$ cat src/rtl/rss_pkg.sv
package rss_pkg;
  localparam int PH_W   = 4;
  localparam int WORD_W = 1 << PH_W;
  typedef logic [PH_W-1:0] phase_t;
  localparam phase_t PH_DISP_RD = 4'd3;
  localparam phase_t PH_LOAD    = 4'd8;
  localparam phase_t PH_SLOT2   = 4'd11;
  localparam phase_t PH_WRBACK  = 4'd15;
endpackage

$ cat src/rtl/rss_phase_ctr.sv
module rss_phase_ctr
  import rss_pkg::*;
(
  input  logic   clk,
  input  logic   rst,
  input  logic   pt_en,
  input  logic   hsync,
  output phase_t phase
);
  phase_t phase_q;

  always_ff @(posedge clk) begin
    if (rst || hsync) phase_q <= '0;
    else if (pt_en)   phase_q <= phase_q + 1'b1;
  end

  assign phase = phase_q;

  assert_sync_clears_R1: assert property (@(posedge clk) disable iff (rst)
    hsync |=> (phase_q == '0));
  assert_hold_without_tick_R1: assert property (@(posedge clk) disable iff (rst)
    (!hsync && !pt_en) |=> $stable(phase_q));
endmodule

$ cat src/rtl/rss_display.sv
module rss_display
  import rss_pkg::*;
#(
  parameter int ADDR_W = 12,
  parameter int RD_LAT = 1
) (
  input  logic              clk,
  input  logic              rst,
  input  logic              pt_en,
  input  phase_t            phase,
  input  logic [WORD_W-1:0] mem_rd_data,
  output logic              rd_req,
  output logic [ADDR_W-1:0] rd_addr,
  output logic              video
);
  logic [ADDR_W-1:0] addr_q;
  logic [RD_LAT:0]   tag_q;
  logic [WORD_W-1:0] word_q;
  logic [WORD_W-1:0] shreg_q;

  assign rd_req  = pt_en && (phase == PH_DISP_RD);
  assign rd_addr = addr_q;
  assign video   = shreg_q[WORD_W-1];

  always_ff @(posedge clk) begin
    if (rst) begin
      addr_q  <= '0;
      tag_q   <= '0;
      word_q  <= '0;
      shreg_q <= '0;
    end else begin
      tag_q <= {tag_q[RD_LAT-1:0], rd_req};
      if (tag_q[RD_LAT]) word_q <= mem_rd_data;
      if (pt_en && (phase == PH_SLOT2)) addr_q <= addr_q + 1'b1;
      if (pt_en) begin
        if (phase == PH_LOAD) shreg_q <= word_q;
        else                  shreg_q <= {shreg_q[WORD_W-2:0], 1'b0};
      end
    end
  end

  assert_video_only_on_tick_R3: assert property (@(posedge clk) disable iff (rst)
    !pt_en |=> $stable(video));
  assert_addr_step_R4: assert property (@(posedge clk) disable iff (rst)
    (pt_en && (phase == PH_SLOT2)) |=> (addr_q == $past(addr_q) + 1'b1));
  assert_addr_still_R4: assert property (@(posedge clk) disable iff (rst)
    !pt_en |=> $stable(addr_q));
endmodule

$ cat src/rtl/rss_plot_rmw.sv
module rss_plot_rmw
  import rss_pkg::*;
#(
  parameter int ADDR_W = 12,
  parameter int RD_LAT = 1
) (
  input  logic              clk,
  input  logic              rst,
  input  logic              pt_en,
  input  phase_t            phase,
  input  logic              plot_valid,
  input  logic [ADDR_W-1:0] plot_addr,
  input  logic [PH_W-1:0]   plot_bit,
  output logic              plot_ready,
  input  logic [WORD_W-1:0] mem_rd_data,
  output logic              rd_req,
  output logic [ADDR_W-1:0] rd_addr,
  output logic              wr_en,
  output logic [ADDR_W-1:0] wr_addr,
  output logic [WORD_W-1:0] wr_data
);
  logic              hold_v, busy;
  logic [ADDR_W-1:0] hold_addr;
  logic [PH_W-1:0]   hold_bit;
  logic [RD_LAT:0]   tag_q;
  logic [WORD_W-1:0] word_q, mask;
  logic              wr_fire;
  logic              wr_en_q;
  logic [ADDR_W-1:0] wr_addr_q;
  logic [WORD_W-1:0] wr_data_q;

  // bit index 0 maps to the word MSB, the leftmost point
  assign mask       = {{(WORD_W-1){1'b0}}, 1'b1} << (~hold_bit);
  assign plot_ready = !hold_v;
  assign rd_req     = pt_en && (phase == PH_SLOT2) && hold_v && !busy;
  assign rd_addr    = hold_addr;
  assign wr_fire    = pt_en && (phase == PH_WRBACK) && busy;

  always_ff @(posedge clk) begin
    if (rst) begin
      hold_v    <= 1'b0;
      busy      <= 1'b0;
      hold_addr <= '0;
      hold_bit  <= '0;
      tag_q     <= '0;
      word_q    <= '0;
      wr_en_q   <= 1'b0;
      wr_addr_q <= '0;
      wr_data_q <= '0;
    end else begin
      tag_q   <= {tag_q[RD_LAT-1:0], rd_req};
      wr_en_q <= wr_fire;
      if (tag_q[RD_LAT]) word_q <= mem_rd_data;
      if (plot_valid && !hold_v) begin
        hold_v    <= 1'b1;
        hold_addr <= plot_addr;
        hold_bit  <= plot_bit;
      end
      if (rd_req) busy <= 1'b1;
      if (wr_fire) begin
        wr_addr_q <= hold_addr;
        wr_data_q <= word_q | mask;
        busy      <= 1'b0;
        hold_v    <= 1'b0;
      end
    end
  end

  assign wr_en   = wr_en_q;
  assign wr_addr = wr_addr_q;
  assign wr_data = wr_data_q;

  assert_ready_drops_R5: assert property (@(posedge clk) disable iff (rst)
    (plot_valid && plot_ready) |=> !plot_ready);
  assert_write_needs_hold_R8: assert property (@(posedge clk) disable iff (rst)
    wr_en_q |-> $past(hold_v));
  assert_single_write_R7: assert property (@(posedge clk) disable iff (rst)
    wr_en_q |=> !wr_en_q);
endmodule

$ cat src/rtl/raster_slot_sched.sv
module raster_slot_sched
  import rss_pkg::*;
#(
  parameter int ADDR_W = 12,
  parameter int RD_LAT = 1
) (
  input  logic              clk,
  input  logic              rst,
  input  logic              pt_en,
  input  logic              hsync,
  input  logic              plot_valid,
  input  logic [ADDR_W-1:0] plot_addr,
  input  logic [PH_W-1:0]   plot_bit,
  output logic              plot_ready,
  output logic              mem_rd_en,
  output logic [ADDR_W-1:0] mem_rd_addr,
  input  logic [WORD_W-1:0] mem_rd_data,
  output logic              mem_wr_en,
  output logic [ADDR_W-1:0] mem_wr_addr,
  output logic [WORD_W-1:0] mem_wr_data,
  output logic              video
);
  phase_t            phase;
  logic              disp_req, plot_req;
  logic [ADDR_W-1:0] disp_addr, plot_rd_addr;

  rss_phase_ctr u_phase (
    .clk(clk), .rst(rst), .pt_en(pt_en), .hsync(hsync), .phase(phase)
  );

  rss_display #(.ADDR_W(ADDR_W), .RD_LAT(RD_LAT)) u_disp (
    .clk(clk), .rst(rst), .pt_en(pt_en), .phase(phase),
    .mem_rd_data(mem_rd_data), .rd_req(disp_req), .rd_addr(disp_addr),
    .video(video)
  );

  rss_plot_rmw #(.ADDR_W(ADDR_W), .RD_LAT(RD_LAT)) u_plot (
    .clk(clk), .rst(rst), .pt_en(pt_en), .phase(phase),
    .plot_valid(plot_valid), .plot_addr(plot_addr), .plot_bit(plot_bit),
    .plot_ready(plot_ready), .mem_rd_data(mem_rd_data),
    .rd_req(plot_req), .rd_addr(plot_rd_addr),
    .wr_en(mem_wr_en), .wr_addr(mem_wr_addr), .wr_data(mem_wr_data)
  );

  always_ff @(posedge clk) begin
    if (rst) begin
      mem_rd_en   <= 1'b0;
      mem_rd_addr <= '0;
    end else begin
      mem_rd_en <= disp_req | plot_req;
      if (plot_req)      mem_rd_addr <= plot_rd_addr;
      else if (disp_req) mem_rd_addr <= disp_addr;
    end
  end

  assert_slots_disjoint_R2: assert property (@(posedge clk) disable iff (rst)
    !(disp_req && plot_req));
  assert_read_one_clock_R2: assert property (@(posedge clk) disable iff (rst)
    mem_rd_en |=> !mem_rd_en);
  assert_rd_wr_apart_R7: assert property (@(posedge clk) disable iff (rst)
    $countones({mem_rd_en, mem_wr_en}) <= 1);
endmodule

$ cat config.mk
export PLATFORM = sky130hd
export DESIGN_NAME = raster_slot_sched
export DESIGN_NICKNAME = d
export VERILOG_FILES = /design/src/rtl/rss_pkg.sv /design/src/rtl/rss_phase_ctr.sv /design/src/rtl/rss_display.sv /design/src/rtl/rss_plot_rmw.sv /design/src/rtl/raster_slot_sched.sv
export SDC_FILE = /design/constraint.sdc
export NUM_CORES = 1
export LEC_CHECK = 0
export BUFFER_PORTS_ARGS = -buffer_cell sky130_fd_sc_hd__buf_2
export CORE_ASPECT_RATIO = 2
export CORE_MARGIN = 1
export CORE_UTILIZATION = 58
export CTS_BUF_LIST = sky130_fd_sc_hd__clkbuf_2 sky130_fd_sc_hd__clkbuf_4 sky130_fd_sc_hd__clkbuf_8
export DETAILED_ROUTE_END_ITERATION = 16
export GPL_TIMING_DRIVEN = 0
export PLACE_DENSITY_LB_ADDON = 0.1
export RECOVER_POWER = 100
export SETUP_SLACK_MARGIN = 0.1
export SLEW_MARGIN = 20
export SYNTH_ARGS = -nofsm -noshare
export SYNTH_HDL_FRONTEND = slang
export SYNTH_SLANG_ARGS = --single-unit
$ cat constraint.sdc
create_clock -name clk -period 1.9 [get_ports clk]
set_input_delay 0.285 -clock clk [delete_from_list [all_inputs] [get_ports clk]]
set_output_delay 0.285 -clock clk [all_outputs]
set_load 0.1 [all_outputs]
* Word level (Yosys, flattened, before mapping)
Cells that the tools add are included.
** Word-level totals
- Bits in registers :: 128
- Input bits :: 37
- Output and inout bits :: 44
- Logic and storage cells :: 41
** Cells by class
- Add/subtract/negate cells :: 2
- Eq/ne operators :: 4
- Shift operators :: 1
- Multiplexer cells :: 3
- Bitwise logic cells :: 3
- Reductions and logical operators :: 12
** Operators by type and width (number)
- 12-bit 2-to-1 mux :: 2
- 16-bit 2-to-1 mux :: 1
- 16-bit OR :: 1
- 1-bit by 4-bit << shifter with 16-bit output, first input constant :: 1
- 12-bit by 1-bit adder with 12-bit output, second input constant :: 1
- 4-bit equality test, second input constant :: 3
- 1-bit logical AND :: 7
- 4-bit by 1-bit adder with 4-bit output, second input constant :: 1
- 4-bit by 2-bit equality test with 1-bit output, second input constant :: 1
- 4-bit inverter :: 1
- 1-bit zero test :: 2
- 2-bit nonzero test :: 1
- 2-bit OR reduction :: 1
- 1-bit logical OR :: 1
- 1-bit OR :: 1

* Longest topological paths before layout
- Word-level depth :: 5
- Mapped depth :: 7
- Depth with buffers taken out :: 5

* Cells and area by module
From an unflattened synthesis, not the netlist that was laid out.
** Second synthesis, totals
- Cells, all modules :: 569
- Area total of the unflattened synthesis :: 5287.6 um2
** By module, submodules not included
- rss_plot_rmw :: times used 1, cells each 276, area an instance 2556.2 um2, sequential area each 1301.2 um2
- rss_display :: times used 1, cells each 219, area an instance 1953.1 um2, sequential area each 920.9 um2
- raster_slot_sched :: times used 1, cells each 57, area an instance 600.6 um2, sequential area each 260.2 um2
- rss_phase_ctr :: times used 1, cells each 17, area an instance 177.7 um2, sequential area each 80.1 um2

* Least setup slack after synthesis
No wires, ideal clock.
- Kind :: reg-to-reg
- Start :: register u_phase.phase_q[0], in the netlist u_phase.phase[0]
- End :: register u_disp.addr_q[10], in the netlist u_disp.rd_addr[10]
- Setup time :: 0.121 ns
- Data arrival time :: 1.537 ns
- Data required time :: 1.779 ns
- Setup slack :: 0.242 ns
- Cell stages (with the launch flop) :: 6
- Path buffers :: 1
- Clock period less this slack :: 1.658 ns
- Path through :: dfxtp_1 -> ha_1 -> nand4b_4 -> buf_6 -> nor4_1 -> mux2_2
** On the way
- Word-level cells in the longest chain between the ends :: 2
** Ends and longest elaborated chain
- start: declaration :: RTL line rss_phase_ctr.sv:10 : phase_t phase_q;
- start signal: assignment :: RTL line rss_phase_ctr.sv:14 : else if (pt_en) phase_q <= phase_q + 1'b1;
- 4-bit equality test :: RTL line rss_display.sv:34 : if (pt_en && (phase == PH_SLOT2)) addr_q <= addr_q + 1'b1;
- 1-bit logical AND :: RTL line rss_display.sv:34
- end signal: assignment :: RTL line rss_display.sv:34
- end: declaration :: RTL line rss_display.sv:16 : logic [ADDR_W-1:0] addr_q;
Every way passes these cells.
A chain may end at the register's enable or synchronous reset.

==> flow_metrics.py <==
metrics = {
    "yosys": {
        "yosysUniqueCellTypes": 39,
        "ys_warn_count": 0,
        "synthSimpleGateAreaFrac_pct": 19.9,
        "syn_avg_cell_area_sq_um": 8.77,
        "synth.yosys.seq_area_share_pct": 50.3,
        "synthXorXnorAreaFrac_pct": 0.687,
        "netlist_area_sq_um": 5100,
        "synthFlopType": "dfxtp_1",
        "ys_top_cells_by_area": "dfxtp_1, mux2i_1, nand2_1",
        "syn_nets": 621,
        "async_reset_ff_share_pct": 0,
        "synth_compound_area_share_pct": 16.0,
        "synth_edf_count": 0,
        "synthMuxAreaShare_pct": 7.56,
        "netlist_instances": 581,
        "synth_top_family_by_area": "simple AND/OR/NAND/NOR gates",
        "synthTopCellsByCount": "dfxtp_1, nand2_1, a21oi_1",
        "synth_top_cell_by_area": "dfxtp_1",
        "ys_seq_elements": 128,
        "synth_most_common_cell": "dfxtp_1",
        "synthDominantCellAreaShare_pct": 50.3,
        "synthAdderAreaFrac_pct": 0.737,
    },
    "final_layout": {
        "drive_above_1_share_pct": 19.5,
        "multi_input_area_sq_um": 2310,
        "area_growth_pct": 19.2,
        "regArea_sq_um": 2560,
        "post-route-util_pct": 70.7,
        "final_nets": 721,
        "diodes": 0,
        "fillCellCount": 698,
    },
    "clocking": {
        "clkLatencyLatePin_ns": 0.46,
        "htreeDepth": 4,
        "clk_path_buf_depth": 2,
        "cts_hold_buf": 0,
        "tritoncts": "built",
        "clkSinkCount": 128,
        "cts_buffers": 17,
        "path_clk_slew_ns": 0.07,
        "root_buffer": "clkbuf_8",
    },
    "worst_setup_path": {
        "cpMaxStageDelayCell": "clkbuf_1",
        "critPathArrivalTime_ns": 2.07,
        "critPathKind": "reg2reg",
        "endpoint_kind": "flip-flop",
        "cpMostUsedCell": "clkbuf_1",
        "startpoint_type": "flip-flop",
        "r2r_start": "u_plot.tag_q[1]$_SDFF_PP0_",
        "ff2ff_path_depth": 4,
        "crit_chain": "clkbuf_1 > clkbuf_1 > mux2i_1 > nor2_1",
        "crit_fanout": 10,
        "regToRegEndpoint": "u_plot.word_q[7]$_SDFFE_PP0P_",
        "slowest_delay_ns": 0.59,
        "rrSetupSlack_ns": 0.15,
        "cp.required_ns": 2.22,
    },
    "detailed_routing": {
        "ant_nets": 0,
        "vias": 4597,
        "drc": 0,
        "drt-wirelength-per-cell_um": 16.7,
        "drt_iter0_markers": 299,
        "avgViaCountPerCell": 5.79,
        "drt_pass1_iterations": 5,
        "wl_um": 13200,
    },
    "timing": {
        "setup_violations": 0,
        "maxSlewHeadroom_pct": 53.5,
        "rsz0062_at_grt": "no",
        "tightest_slew_ns": 0.697,
        "timing.hold.ws_ns": 0.0403,
        "finalClockSkew_ns": 0.00984,
        "fmax_mhz": 572,
        "drv_slew": 0,
        "hold_viol_final": 0,
        "min_period_ns": 1.75,
        "post-route-period-util_pct": 92.0,
    },
    "floorplan": {
        "initial_utilization_pct": 59.3,
        "die_h_um": 135,
        "rows": 48,
        "core_sq_um": 8590,
        "die_area_sq_um": 9190,
        "io_pins": 81,
        "die_w_um": 68.3,
    },
    "pwr": {
        "peakVddDrop_mv": 0.658,
        "power-per-cell-area_nw_per_um2": 914,
        "p_leak_nw": 2.19,
    },
    "grt": {
        "grt_max_degree": 17,
        "grt_overflow": 0,
        "grt_pass1_wl_um": 20600,
        "grt_pass1_vias": 4434,
        "grt_usage_pct": 30.7,
        "antenna_found_initial": 0,
    },
    "placed_design": {
        "numPortBuffers": 80,
        "globalplace.congestion": 0.844,
        "hpwl_um": 9890,
    },
    "run": {
        "cap_viol_max_count": 0,
    },
    "worst_hold_path": {
        "min_path_cells": 2,
        "worstHoldStart": "hsync",
        "hold_path_end": "u_phase.phase[2]$_SDFFE_PP0P_",
        "min_path_type": "in2reg",
    },
    "status": {
        "status": "finished clean",
    },
}
## critical path, delay by kind of cell, from the launching register on
kind,cells,cell delay (ns)
multiplexers,1,0.30
buffers and inverters,2,0.95
flip-flops,1,0.31
AND/OR/NAND/NOR,1,0.06
## kinds of logic (layout without fill, tap and decap cells)
kind of cell	count (synthesis)	in the layout
simple gates	222	222
compound gates	130	130
flops	128	128
buf+inv	56	169
mux	38	38
xor+xnor	4	4
fa+ha+maj	3	3
## area by class of cell
type / instances / share of cell area (%)
sequential: 128 / 42.2
multi-input combinational: 397 / 38.0
timing repair buffer: 81 / 6.63
clock buffer: 17 / 3.85
buffer: 49 / 3.60
clock inverter: 15 / 3.19
tap: 100 / 2.06
inverter: 7 / 0.433
## worst max path at each step
| stage | endpoint | startpoint | depth (start not counted) | slack (ns) |
|---|---|---|---|---|
| after floorplan | u_disp.rd_addr[10]$_SDFFE_PP0P_ | u_phase.phase[0]$_SDFFE_PP0P_ | 5 | 0.24 |
| after global placement | u_plot.wr_data[12]$_SDFFE_PP0P_ | u_phase.phase[0]$_SDFFE_PP0P_ | 5 | -0.01 |
| after detailed placement | u_plot.wr_data[13]$_SDFFE_PP0P_ | u_phase.phase[0]$_SDFFE_PP0P_ | 5 | -0.05 |
| after CTS | u_disp.rd_addr[9]$_SDFFE_PP0P_ | u_phase.phase[0]$_SDFFE_PP0P_ | 5 | 0.08 |
| after global routing | u_plot.word_q[7]$_SDFFE_PP0P_ | u_plot.tag_q[1]$_SDFF_PP0_ | 4 | 0.07 |
| final | u_plot.word_q[7]$_SDFFE_PP0P_ | u_plot.tag_q[1]$_SDFF_PP0_ | 4 | 0.15 |
## stage by stage
stage	cell area, sq um	instances	TNS, ns	setup slack [ns]	total power (W)
final	6070	794	0	0.152	0.00555
after global routing	6070	794	0	0.0665	0.00571
after CTS	6060	794	0	0.0751	0.00558
after detailed placement	5620	761	-0.352	-0.0458	0.00309
after global placement	5620	761	-0.0704	-0.0129	0.00308
after floorplan	5100	581	0	0.242	0.00297
## cell usage in the layout, fill, tap and decap left out, drive strengths merged, types with 6 or more instances in the layout
| cell | n |
|---|---|
| dfxtp | 128 |
| clkbuf | 102 |
| nand2 | 90 |
| a21oi | 61 |
| nor2 | 60 |
| buf | 45 |
| mux2i | 34 |
| a311oi | 27 |
| nor3 | 18 |
| nand3 | 16 |
| a211oi | 16 |
| o21ai | 15 |
| nor2b | 13 |
| clkinv | 8 |
| inv | 7 |
| a31oi | 6 |
## power breakdown
group	leakage [nW]	internal [W]	total (W)	switching [W]
logic	0.946	0.0000868	0.000267	0.000180
clock network	0.211	0.00142	0.00253	0.00111
registers	1.04	0.00272	0.00276	0.0000373
## what timing repair did
| action | in CTS | in global routing |
|---|---|---|
| setup buffers | 1 | 0 |
| pin swaps | 1 | 0 |
| resized for setup | 2 | 8 |
| endpoints found under the setup margin | 14 | 26 |
| gates cloned | 0 | 0 |
## state kept, by name (all words and copies together), names as in the netlist
| name | cells |
|---|---|
| u_phase.phase | 4 |
| u_disp.word_q | 16 |
| u_plot.hold_v | 1 |
| u_disp.rd_addr | 12 |
| u_plot.rd_addr | 12 |
| u_plot.wr_en | 1 |
| u_plot.tag_q | 2 |
| mem_rd_addr | 12 |
| u_plot.wr_addr | 12 |
| u_plot.wr_data | 16 |
| u_plot.word_q | 16 |
| u_plot.busy | 1 |
| mem_rd_en | 1 |
| u_disp.tag_q | 2 |
| u_plot.hold_bit | 4 |
| u_disp.shreg_q | 16 |
## routing by layer
layer	vias to the layer above	track usage [%]	part of all wire [%]
li1	2246	-	-
met1	2160	30.4	36
met2	151	54.4	55
met3	40	7.85	4.5
met4	0	17.8	4.5
met5	-	0	0
Power figures use the tool's default switching activity.
